===== src/rtl/chunk_rec_pkg.sv =====
package chunk_rec_pkg;

  typedef enum logic [2:0] {
    RS_CONFLICT = 3'd0,
    RS_SYSTEM   = 3'd1,
    RS_TXBEGIN  = 3'd2,
    RS_TXCOMMIT = 3'd3,
    RS_TXABORT  = 3'd4,
    RS_OVERFLOW = 3'd5
  } termReason_e;

  // strobes from control to datapath for one cycle
  typedef struct packed {
    logic        term;
    termReason_e why;
  } ctrlStrobe_t;

endpackage


===== src/rtl/chunk_rec_ctrl.sv =====
module chunk_rec_ctrl
  import chunk_rec_pkg::*;
(
  input  logic        clk,
  input  logic        rstN,
  input  logic        txBegin,
  input  logic        txCommit,
  input  logic        txAbort,
  input  logic        sysEvent,
  input  logic        snoopHit,
  input  logic        cntFull,
  output ctrlStrobe_t strobe,
  output logic        inTx
);

  // fixed priority of closure causes
  always_comb begin
    strobe.term = 1'b1;
    strobe.why  = RS_CONFLICT;
    if (txAbort)       strobe.why = RS_TXABORT;
    else if (txCommit) strobe.why = RS_TXCOMMIT;
    else if (txBegin)  strobe.why = RS_TXBEGIN;
    else if (sysEvent) strobe.why = RS_SYSTEM;
    else if (snoopHit) strobe.why = RS_CONFLICT;
    else if (cntFull)  strobe.why = RS_OVERFLOW;
    else               strobe.term = 1'b0;
  end

  always_ff @(posedge clk or negedge rstN) begin
    if (!rstN)                     inTx <= 1'b0;
    else if (txAbort || txCommit)  inTx <= 1'b0;
    else if (txBegin)              inTx <= 1'b1;
  end

  p_begin_opens_r7: assert property (@(posedge clk) disable iff (!rstN)
    txBegin && !txCommit && !txAbort |=> inTx);

  p_end_closes_r8: assert property (@(posedge clk) disable iff (!rstN)
    txCommit || txAbort |=> !inTx);

  p_full_closes_r3: assert property (@(posedge clk) disable iff (!rstN)
    cntFull |-> strobe.term);

  p_abort_wins_r11: assert property (@(posedge clk) disable iff (!rstN)
    txAbort |-> strobe.why == RS_TXABORT);

endmodule


===== src/rtl/chunk_rec_dp.sv =====
module chunk_rec_dp
  import chunk_rec_pkg::*;
#(
  parameter int LINE_W = 16,
  parameter int CW     = 16,
  parameter int TW     = 32,
  parameter int DEPTH  = 4
) (
  input  logic              clk,
  input  logic              rstN,
  input  ctrlStrobe_t       strobe,
  input  logic              retireValid,
  input  logic              memValid,
  input  logic              memWrite,
  input  logic [LINE_W-1:0] memLine,
  input  logic              snoopValid,
  input  logic              snoopWrite,
  input  logic [LINE_W-1:0] snoopLine,
  input  logic [7:0]        abortCode,
  input  logic              logReady,
  output logic              snoopHit,
  output logic              cntFull,
  output logic              logValid,
  output logic [CW-1:0]     logCount,
  output logic [2:0]        logReason,
  output logic [7:0]        logStatus,
  output logic [TW-1:0]     logStamp
);

  localparam int FB   = LINE_W / 2;       // filter index width
  localparam int HB   = FB / 2;
  localparam int NB   = 1 << FB;          // bits per filter
  localparam int PW   = $clog2(DEPTH);
  localparam int RW   = CW + 3 + 8 + TW;

  function automatic logic [NB-1:0] lineMask(input logic [LINE_W-1:0] ln);
    logic [FB-1:0] lo, h1;
    lo = ln[FB-1:0];
    h1 = ln[LINE_W-1:FB] ^ {lo[HB-1:0], lo[FB-1:HB]};
    return ({{(NB-1){1'b0}}, 1'b1} << lo) | ({{(NB-1){1'b0}}, 1'b1} << h1);
  endfunction

  logic [NB-1:0] rsBits, wsBits, snMask, memMask;
  logic          rsHit, wsHit;

  always_comb begin
    snMask   = lineMask(snoopLine);
    memMask  = lineMask(memLine);
    rsHit    = (snMask & rsBits) == snMask;
    wsHit    = (snMask & wsBits) == snMask;
    snoopHit = snoopValid && (wsHit || (snoopWrite && rsHit));
  end

  always_ff @(posedge clk or negedge rstN) begin
    if (!rstN) begin
      rsBits <= '0;
      wsBits <= '0;
    end else begin
      rsBits <= (strobe.term ? '0 : rsBits) | ((memValid && !memWrite) ? memMask : '0);
      wsBits <= (strobe.term ? '0 : wsBits) | ((memValid &&  memWrite) ? memMask : '0);
    end
  end

  logic [CW-1:0] chunkCnt;
  logic [TW-1:0] stampCnt;
  assign cntFull = chunkCnt == '1;

  always_ff @(posedge clk or negedge rstN) begin
    if (!rstN) begin
      chunkCnt <= '0;
      stampCnt <= '0;
    end else begin
      chunkCnt <= (strobe.term ? '0 : chunkCnt) + CW'(retireValid);
      stampCnt <= stampCnt + 1'b1;
    end
  end

  // in-order record queue
  logic [RW-1:0] recQ [DEPTH];
  logic [PW-1:0] wrPtr, rdPtr;
  logic [PW:0]   used;
  logic          push, pop;
  logic [RW-1:0] newRec;

  assign push     = strobe.term && (used != (PW+1)'(DEPTH));
  assign pop      = logValid && logReady;
  assign logValid = used != '0;
  assign newRec   = {chunkCnt, strobe.why,
                     (strobe.why == RS_TXABORT) ? abortCode : 8'h00, stampCnt};
  assign {logCount, logReason, logStatus, logStamp} = recQ[rdPtr];

  always_ff @(posedge clk) begin
    if (push) recQ[wrPtr] <= newRec;
  end

  always_ff @(posedge clk or negedge rstN) begin
    if (!rstN) begin
      wrPtr <= '0;
      rdPtr <= '0;
      used  <= '0;
    end else begin
      if (push) wrPtr <= wrPtr + 1'b1;
      if (pop)  rdPtr <= rdPtr + 1'b1;
      used <= used + (PW+1)'(push) - (PW+1)'(pop);
    end
  end

  p_count_restart_r2: assert property (@(posedge clk) disable iff (!rstN)
    strobe.term |=> chunkCnt == CW'($past(retireValid)));

  p_filters_empty_r6: assert property (@(posedge clk) disable iff (!rstN)
    strobe.term && !memValid |=> rsBits == '0 && wsBits == '0);

  p_stamp_steps_r12: assert property (@(posedge clk) disable iff (!rstN)
    1'b1 |=> stampCnt == $past(stampCnt) + 1'b1);

  p_hold_r13: assert property (@(posedge clk) disable iff (!rstN)
    logValid && !logReady |=> logValid && $stable(logCount) && $stable(logReason)
                              && $stable(logStatus) && $stable(logStamp));

endmodule


===== src/rtl/chunk_rec.sv =====
module chunk_rec
  import chunk_rec_pkg::*;
#(
  parameter int LINE_W = 16,
  parameter int CW     = 16,
  parameter int TW     = 32,
  parameter int DEPTH  = 4
) (
  input  logic              clk,
  input  logic              rstN,
  input  logic              retireValid,
  input  logic              memValid,
  input  logic              memWrite,
  input  logic [LINE_W-1:0] memLine,
  input  logic              snoopValid,
  input  logic              snoopWrite,
  input  logic [LINE_W-1:0] snoopLine,
  input  logic              sysEvent,
  input  logic              txBegin,
  input  logic              txCommit,
  input  logic              txAbort,
  input  logic [7:0]        abortCode,
  input  logic              logReady,
  output logic              logValid,
  output logic [CW-1:0]     logCount,
  output logic [2:0]        logReason,
  output logic [7:0]        logStatus,
  output logic [TW-1:0]     logStamp,
  output logic              inTx
);

  ctrlStrobe_t strobe;
  logic        snoopHit, cntFull;

  chunk_rec_ctrl uCtrl (
    .clk(clk), .rstN(rstN),
    .txBegin(txBegin), .txCommit(txCommit), .txAbort(txAbort),
    .sysEvent(sysEvent), .snoopHit(snoopHit), .cntFull(cntFull),
    .strobe(strobe), .inTx(inTx)
  );

  chunk_rec_dp #(.LINE_W(LINE_W), .CW(CW), .TW(TW), .DEPTH(DEPTH)) uDp (
    .clk(clk), .rstN(rstN), .strobe(strobe),
    .retireValid(retireValid),
    .memValid(memValid), .memWrite(memWrite), .memLine(memLine),
    .snoopValid(snoopValid), .snoopWrite(snoopWrite), .snoopLine(snoopLine),
    .abortCode(abortCode), .logReady(logReady),
    .snoopHit(snoopHit), .cntFull(cntFull),
    .logValid(logValid), .logCount(logCount), .logReason(logReason),
    .logStatus(logStatus), .logStamp(logStamp)
  );

endmodule


===== config.mk =====
export PLATFORM = sky130hd
export DESIGN_NAME = chunk_rec
export DESIGN_NICKNAME = d
export VERILOG_FILES = /design/src/rtl/chunk_rec_pkg.sv /design/src/rtl/chunk_rec_ctrl.sv /design/src/rtl/chunk_rec_dp.sv /design/src/rtl/chunk_rec.sv
export SDC_FILE = /design/constraint.sdc
export NUM_CORES = 2
export LEC_CHECK = 0
export ABC_AREA = 1
export BUFFER_PORTS_ARGS = -buffer_cell sky130_fd_sc_hd__buf_4
export CORE_AREA = 2 2 346 434
export CTS_CLUSTER_DIAMETER = 200
export DETAILED_ROUTE_END_ITERATION = 10
export DIE_AREA = 0 0 348 436
export SYNTH_ARGS = -nofsm -noshare
export SYNTH_HDL_FRONTEND = slang
export SYNTH_HIERARCHICAL = 1
export SYNTH_SLANG_ARGS = --single-unit

===== constraint.sdc =====
create_clock -name clk -period 5.54 [get_ports clk]
set_input_delay 1.108 -clock clk [delete_from_list [all_inputs] [get_ports clk]]
set_output_delay 1.108 -clock clk [all_outputs]
set_load 0.01 [all_outputs]

==> impl_metrics.prom <==
# TYPE chip_impl_metric gauge
chip_impl_metric{name="drt_drc_violations_left",unit=""} 0
chip_impl_metric{name="synthesized_cell_area",unit="µm²"} 44100
chip_impl_metric{name="regArea",unit="µm²"} 21300
chip_impl_metric{name="finalHoldWorstSlack",unit="ns"} 0.400
chip_impl_metric{name="first_iter_violations",unit=""} 6272
chip_impl_metric{name="p_leak",unit="nW"} 22.1
chip_impl_metric{name="rr_worst_depth",unit=""} 18
chip_impl_metric{name="routabilityCongestion",unit=""} 1.08
chip_impl_info{name="dominant_combinational_cell_family_by_area_after_synthesis",value="simple AND/OR/NAND/NOR gates"} 1
chip_impl_metric{name="cap_viol_max_count",unit=""} 0
chip_impl_metric{name="synth_cell_types",unit=""} 38
chip_impl_metric{name="syn_inst",unit=""} 5867
chip_impl_metric{name="port_buffers",unit=""} 112
chip_impl_metric{name="post_synth_mux_area_share",unit="%"} 0
chip_impl_metric{name="final_cell_area",unit="µm²"} 53300
chip_impl_metric{name="power_density",unit="nW/µm²"} 332
chip_impl_metric{name="synth_compound_gate_area_share",unit="%"} 13.6
chip_impl_metric{name="final_net_count",unit=""} 6192
chip_impl_metric{name="synth_enable_flop_cells",unit=""} 236
chip_impl_metric{name="ant_nets",unit=""} 0
chip_impl_metric{name="totalWireLength",unit="µm"} 206000
chip_impl_metric{name="final.setup.worst_slack",unit="ns"} 0.0327
chip_impl_metric{name="critical_path_required",unit="ns"} 6.12
chip_impl_metric{name="std_cell_rows",unit=""} 158
chip_impl_metric{name="ios",unit=""} 113
chip_impl_metric{name="cts_buffers",unit=""} 88
chip_impl_metric{name="synthToLayoutAreaGrowth",unit="%"} 21.0
chip_impl_metric{name="dp_hpwl",unit="µm"} 139000
chip_impl_metric{name="dp_slack",unit="ns"} -0.934
chip_impl_metric{name="dieWidth",unit="µm"} 348
chip_impl_metric{name="gr-usage-all-layers",unit="%"} 26.5
chip_impl_metric{name="proportion_of_layout_cells_with_a_drive_suffix_above_1",unit="%"} 13.1
chip_impl_metric{name="floorplan.die_area",unit="µm²"} 152000
chip_impl_metric{name="height_of_the_die",unit="µm"} 436
chip_impl_metric{name="final-instance-count-excl-fill",unit=""} 8119
chip_impl_info{name="cts.root.buffer_cell",value="sky130_fd_sc_hd__clkbuf_16"} 1
chip_impl_metric{name="layout_min_cycle_time",unit="ns"} 5.51
chip_impl_metric{name="clk_pin_slew_worst_paths",unit="ns"} 0.06
chip_impl_info{name="clock_tree_from_tritoncts",value="built"} 1
chip_impl_metric{name="clk-insertion-delay-late",unit="ns"} 0.76
chip_impl_metric{name="maximum_number_of_pins_on_one_net_before_global_route_repair",unit=""} 201
chip_impl_metric{name="route.detailed.vias_per_inst",unit=""} 5.60
chip_impl_metric{name="route.vias.total",unit=""} 45400
chip_impl_metric{name="post_synthesis_average_cell_area",unit="µm²"} 7.51
chip_impl_metric{name="post_dp_cell_area",unit="µm²"} 50200
chip_impl_metric{name="antenna_found_initial",unit=""} 8
chip_impl_info{name="mostFrequentLayoutCells",value="sky130_fd_sc_hd__nand2_1 (1571), sky130_fd_sc_hd__o21ai_0 (730), sky130_fd_sc_hd__inv_1 (584)"} 1
chip_impl_info{name="start_kind",value="primary input"} 1
chip_impl_metric{name="finalSetupViolCount",unit=""} 0
chip_impl_metric{name="clock-skew-final",unit="ns"} 0.0675
chip_impl_metric{name="asyncSetResetFlopFracSynth",unit="%"} 70.6
chip_impl_metric{name="deepest_clock_path_buffer_count",unit=""} 3
chip_impl_metric{name="vdd.ir_drop.worst",unit="µV"} 337
chip_impl_metric{name="global_route_wire_length_before_repair",unit="µm"} 296000
chip_impl_metric{name="drt_pre_antenna_iters",unit=""} 10
chip_impl_metric{name="placed_cells_incl_taps",unit=""} 7956
chip_impl_metric{name="synth_simple_gate_area_share",unit="%"} 27.7
chip_impl_info{name="path_class",value="primary input to flip-flop"} 1
chip_impl_metric{name="cts_sinks",unit=""} 804
chip_impl_info{name="cp-end-kind",value="flip-flop"} 1
chip_impl_metric{name="cts_max_level",unit=""} 3
chip_impl_metric{name="grt_overflow_total",unit=""} 0
chip_impl_info{name="min_path_type",value="primary input to async pin"} 1
chip_impl_metric{name="syn_nets",unit=""} 5929
chip_impl_metric{name="maxClockFrequency",unit="MHz"} 182
chip_impl_metric{name="yosys.area_share.adder",unit="%"} 0.301
chip_impl_info{name="outcome",value="complete, no violations"} 1
chip_impl_metric{name="share_of_the_synthesized_netlist_area_taken_by_xor_and_xnor_gates",unit="%"} 1.23
chip_impl_metric{name="slew_violations",unit=""} 0
chip_impl_metric{name="worst_ep_arrival_time",unit="ns"} 6.08
chip_impl_metric{name="routed_wire_length_per_instance",unit="µm"} 25.4
chip_impl_metric{name="worst-path-max-fanout",unit=""} 79
chip_impl_metric{name="ys_ff_latch",unit=""} 804
chip_impl_metric{name="grt_pass1_vias",unit=""} 42800
chip_impl_info{name="grt_setup_unrepaired",value="false"} 1
chip_impl_metric{name="final_critical_path_share_of_the_clock_period",unit="%"} 99.4
chip_impl_metric{name="filler_cell_count",unit=""} 15200
chip_impl_metric{name="transition_time_at_the_pin_with_the_least_slew_margin",unit="ns"} 1.45
chip_impl_metric{name="proportion_of_synthesized_chip_area_in_sequential_cells",unit="%"} 48.3
chip_impl_metric{name="initial_core_utilization",unit="%"} 29.8
chip_impl_info{name="yosys_most_used_dff",value="sky130_fd_sc_hd__dfrtp_1"} 1
chip_impl_metric{name="setup_total_negative_slack",unit="ns"} 0
chip_impl_metric{name="synth_warnings",unit=""} 6
chip_impl_metric{name="design.core.area",unit="µm²"} 148000
chip_impl_info{name="layout.cells.most_common",value="sky130_fd_sc_hd__nand2_1"} 1
chip_impl_metric{name="multi_input_comb_area",unit="µm²"} 19000
chip_impl_metric{name="slew-limit-headroom",unit="%"} 3.14
chip_impl_metric{name="finish.utilization",unit="%"} 36.1
chip_impl_metric{name="total_power",unit="mW"} 17.7
chip_impl_metric{name="finalHoldViolCount",unit=""} 0
[worst max-delay path, stage by stage]
cell                      delay, ns
sky130_fd_sc_hd__buf_4         0.13
sky130_fd_sc_hd__inv_2         0.07
sky130_fd_sc_hd__buf_4         0.55
sky130_fd_sc_hd__nor2_1        0.11
sky130_fd_sc_hd__buf_4         0.17
sky130_fd_sc_hd__nand3_1       0.06
sky130_fd_sc_hd__nand2_1       0.11
sky130_fd_sc_hd__nand2_1       0.07
sky130_fd_sc_hd__buf_4         0.18
sky130_fd_sc_hd__nand2_1       0.07
sky130_fd_sc_hd__nor2_1        0.37
sky130_fd_sc_hd__nand2_1       0.34
sky130_fd_sc_hd__nor2_1        0.18
sky130_fd_sc_hd__nand2_1       0.06
sky130_fd_sc_hd__nor2_1        0.19
sky130_fd_sc_hd__nand3_1       0.11
sky130_fd_sc_hd__nor2_1        0.13
sky130_fd_sc_hd__nor2_2        0.08
sky130_fd_sc_hd__nor2_1        0.16
sky130_fd_sc_hd__nor2_1        0.06
sky130_fd_sc_hd__nand4_1       0.13
sky130_fd_sc_hd__buf_4         0.21
sky130_fd_sc_hd__buf_6         0.47
sky130_fd_sc_hd__buf_6         0.52
sky130_fd_sc_hd__o21ai_0       0.21
[path summary, 6_finish.rpt]
kind | start | end | slack, ns
worst max register to register | uDp/rsBits[131]$_DFF_PN0_ | uDp/rsBits[193]$_DFF_PN0_ | 1.34
min in group clk | uCtrl/inTx$_DFFE_PN0P_ | uCtrl/inTx$_DFFE_PN0P_ | 0.48
worst max-delay path | snoopLine[5] | uDp/rsBits[193]$_DFF_PN0_ | 0.03
worst min register to register | uCtrl/inTx$_DFFE_PN0P_ | uCtrl/inTx$_DFFE_PN0P_ | 0.48
max in group asynchronous | rstN | uDp/rdPtr[0]$_DFFE_PN0P_ | 3.81
worst min-delay path | rstN | uDp/rsBits[98]$_DFF_PN0_ | 0.40
[layer usage]
metal / global-route usage, % / up-vias / part of all wire [%]
met3: 7.02 / 843 / 10
met4: 23.4 / 12 / 11
met1: 30.3 / 21600 / 35
met2: 40.6 / 2955 / 44
met5: 0.733 / - / 0.097
li1: - / 20100 / -
[cell type report]
cell class                 count  share of cell area [%]
sequential                   804                    40.0
multi-input combinational   4036                    35.7
timing repair buffer         599                    9.97
clock buffer                 116                    4.57
tap                         1920                    4.51
inverter                     601                    4.29
clock inverter                40                   0.981
antenna                        3                  0.0141
[Yosys cell counts (9+ instances only)]
master	n	share of area, %
sky130_fd_sc_hd__a21oi_1	10	0.11
sky130_fd_sc_hd__buf_1	92	0.78
sky130_fd_sc_hd__buf_2	19	0.22
sky130_fd_sc_hd__clkbuf_1	310	2.6
sky130_fd_sc_hd__dfrtp_1	568	32
sky130_fd_sc_hd__edfxtp_1	236	16
sky130_fd_sc_hd__ha_1	9	0.26
sky130_fd_sc_hd__inv_1	590	5.0
sky130_fd_sc_hd__inv_2	10	0.085
sky130_fd_sc_hd__nand2_1	1574	13
sky130_fd_sc_hd__nand3_1	453	5.1
sky130_fd_sc_hd__nand4_1	293	4.2
sky130_fd_sc_hd__nor2_1	474	4.0
sky130_fd_sc_hd__nor2_2	22	0.31
sky130_fd_sc_hd__nor3_1	28	0.32
sky130_fd_sc_hd__o21ai_0	734	8.3
sky130_fd_sc_hd__o21ai_1	37	0.42
sky130_fd_sc_hd__o22ai_1	316	4.5
sky130_fd_sc_hd__xnor2_1	16	0.32
sky130_fd_sc_hd__xor2_1	34	0.68
[state kept, by name, indices dropped and copies added (netlist names)]
| signal | flops |
|---|---|
| uDp/stampCnt | 32 |
| uCtrl/inTx | 1 |
| uDp/used | 3 |
| uDp/rdPtr | 2 |
| uDp/wsBits | 256 |
| uDp/recQ | 236 |
| uDp/chunkCnt | 16 |
| uDp/rsBits | 256 |
| uDp/wrPtr | 2 |
[timing repair]
item,in CTS,in global routing
pin swaps,0,1
hold buffers,0,0
buffers inserted,0,1
endpoints found under the setup margin,265,754
resized for setup,4,24
cloned,0,2
hold endpoints to repair,0,0
[cells by family after synthesis]
| logic type | Yosys count |
|---|---|
| AO/OA/AOI/OAI | 1110 |
| AND/OR/NAND/NOR | 2861 |
| adder cells (fa/ha/maj) | 10 |
| flip-flops | 804 |
| buffers and inverters | 1027 |
| XOR/XNOR | 55 |
[power breakdown]
group          internal (mW)  total, mW  switching, mW  leakage [nW]
Combinational           1.44       4.49           3.04          10.5
Clock                   3.53       6.16           2.64          1.43
Sequential              6.89       7.03          0.145          10.2
Total                   11.9       17.7           5.83          22.1
No activity file was read; power rests on OpenSTA's default activity.
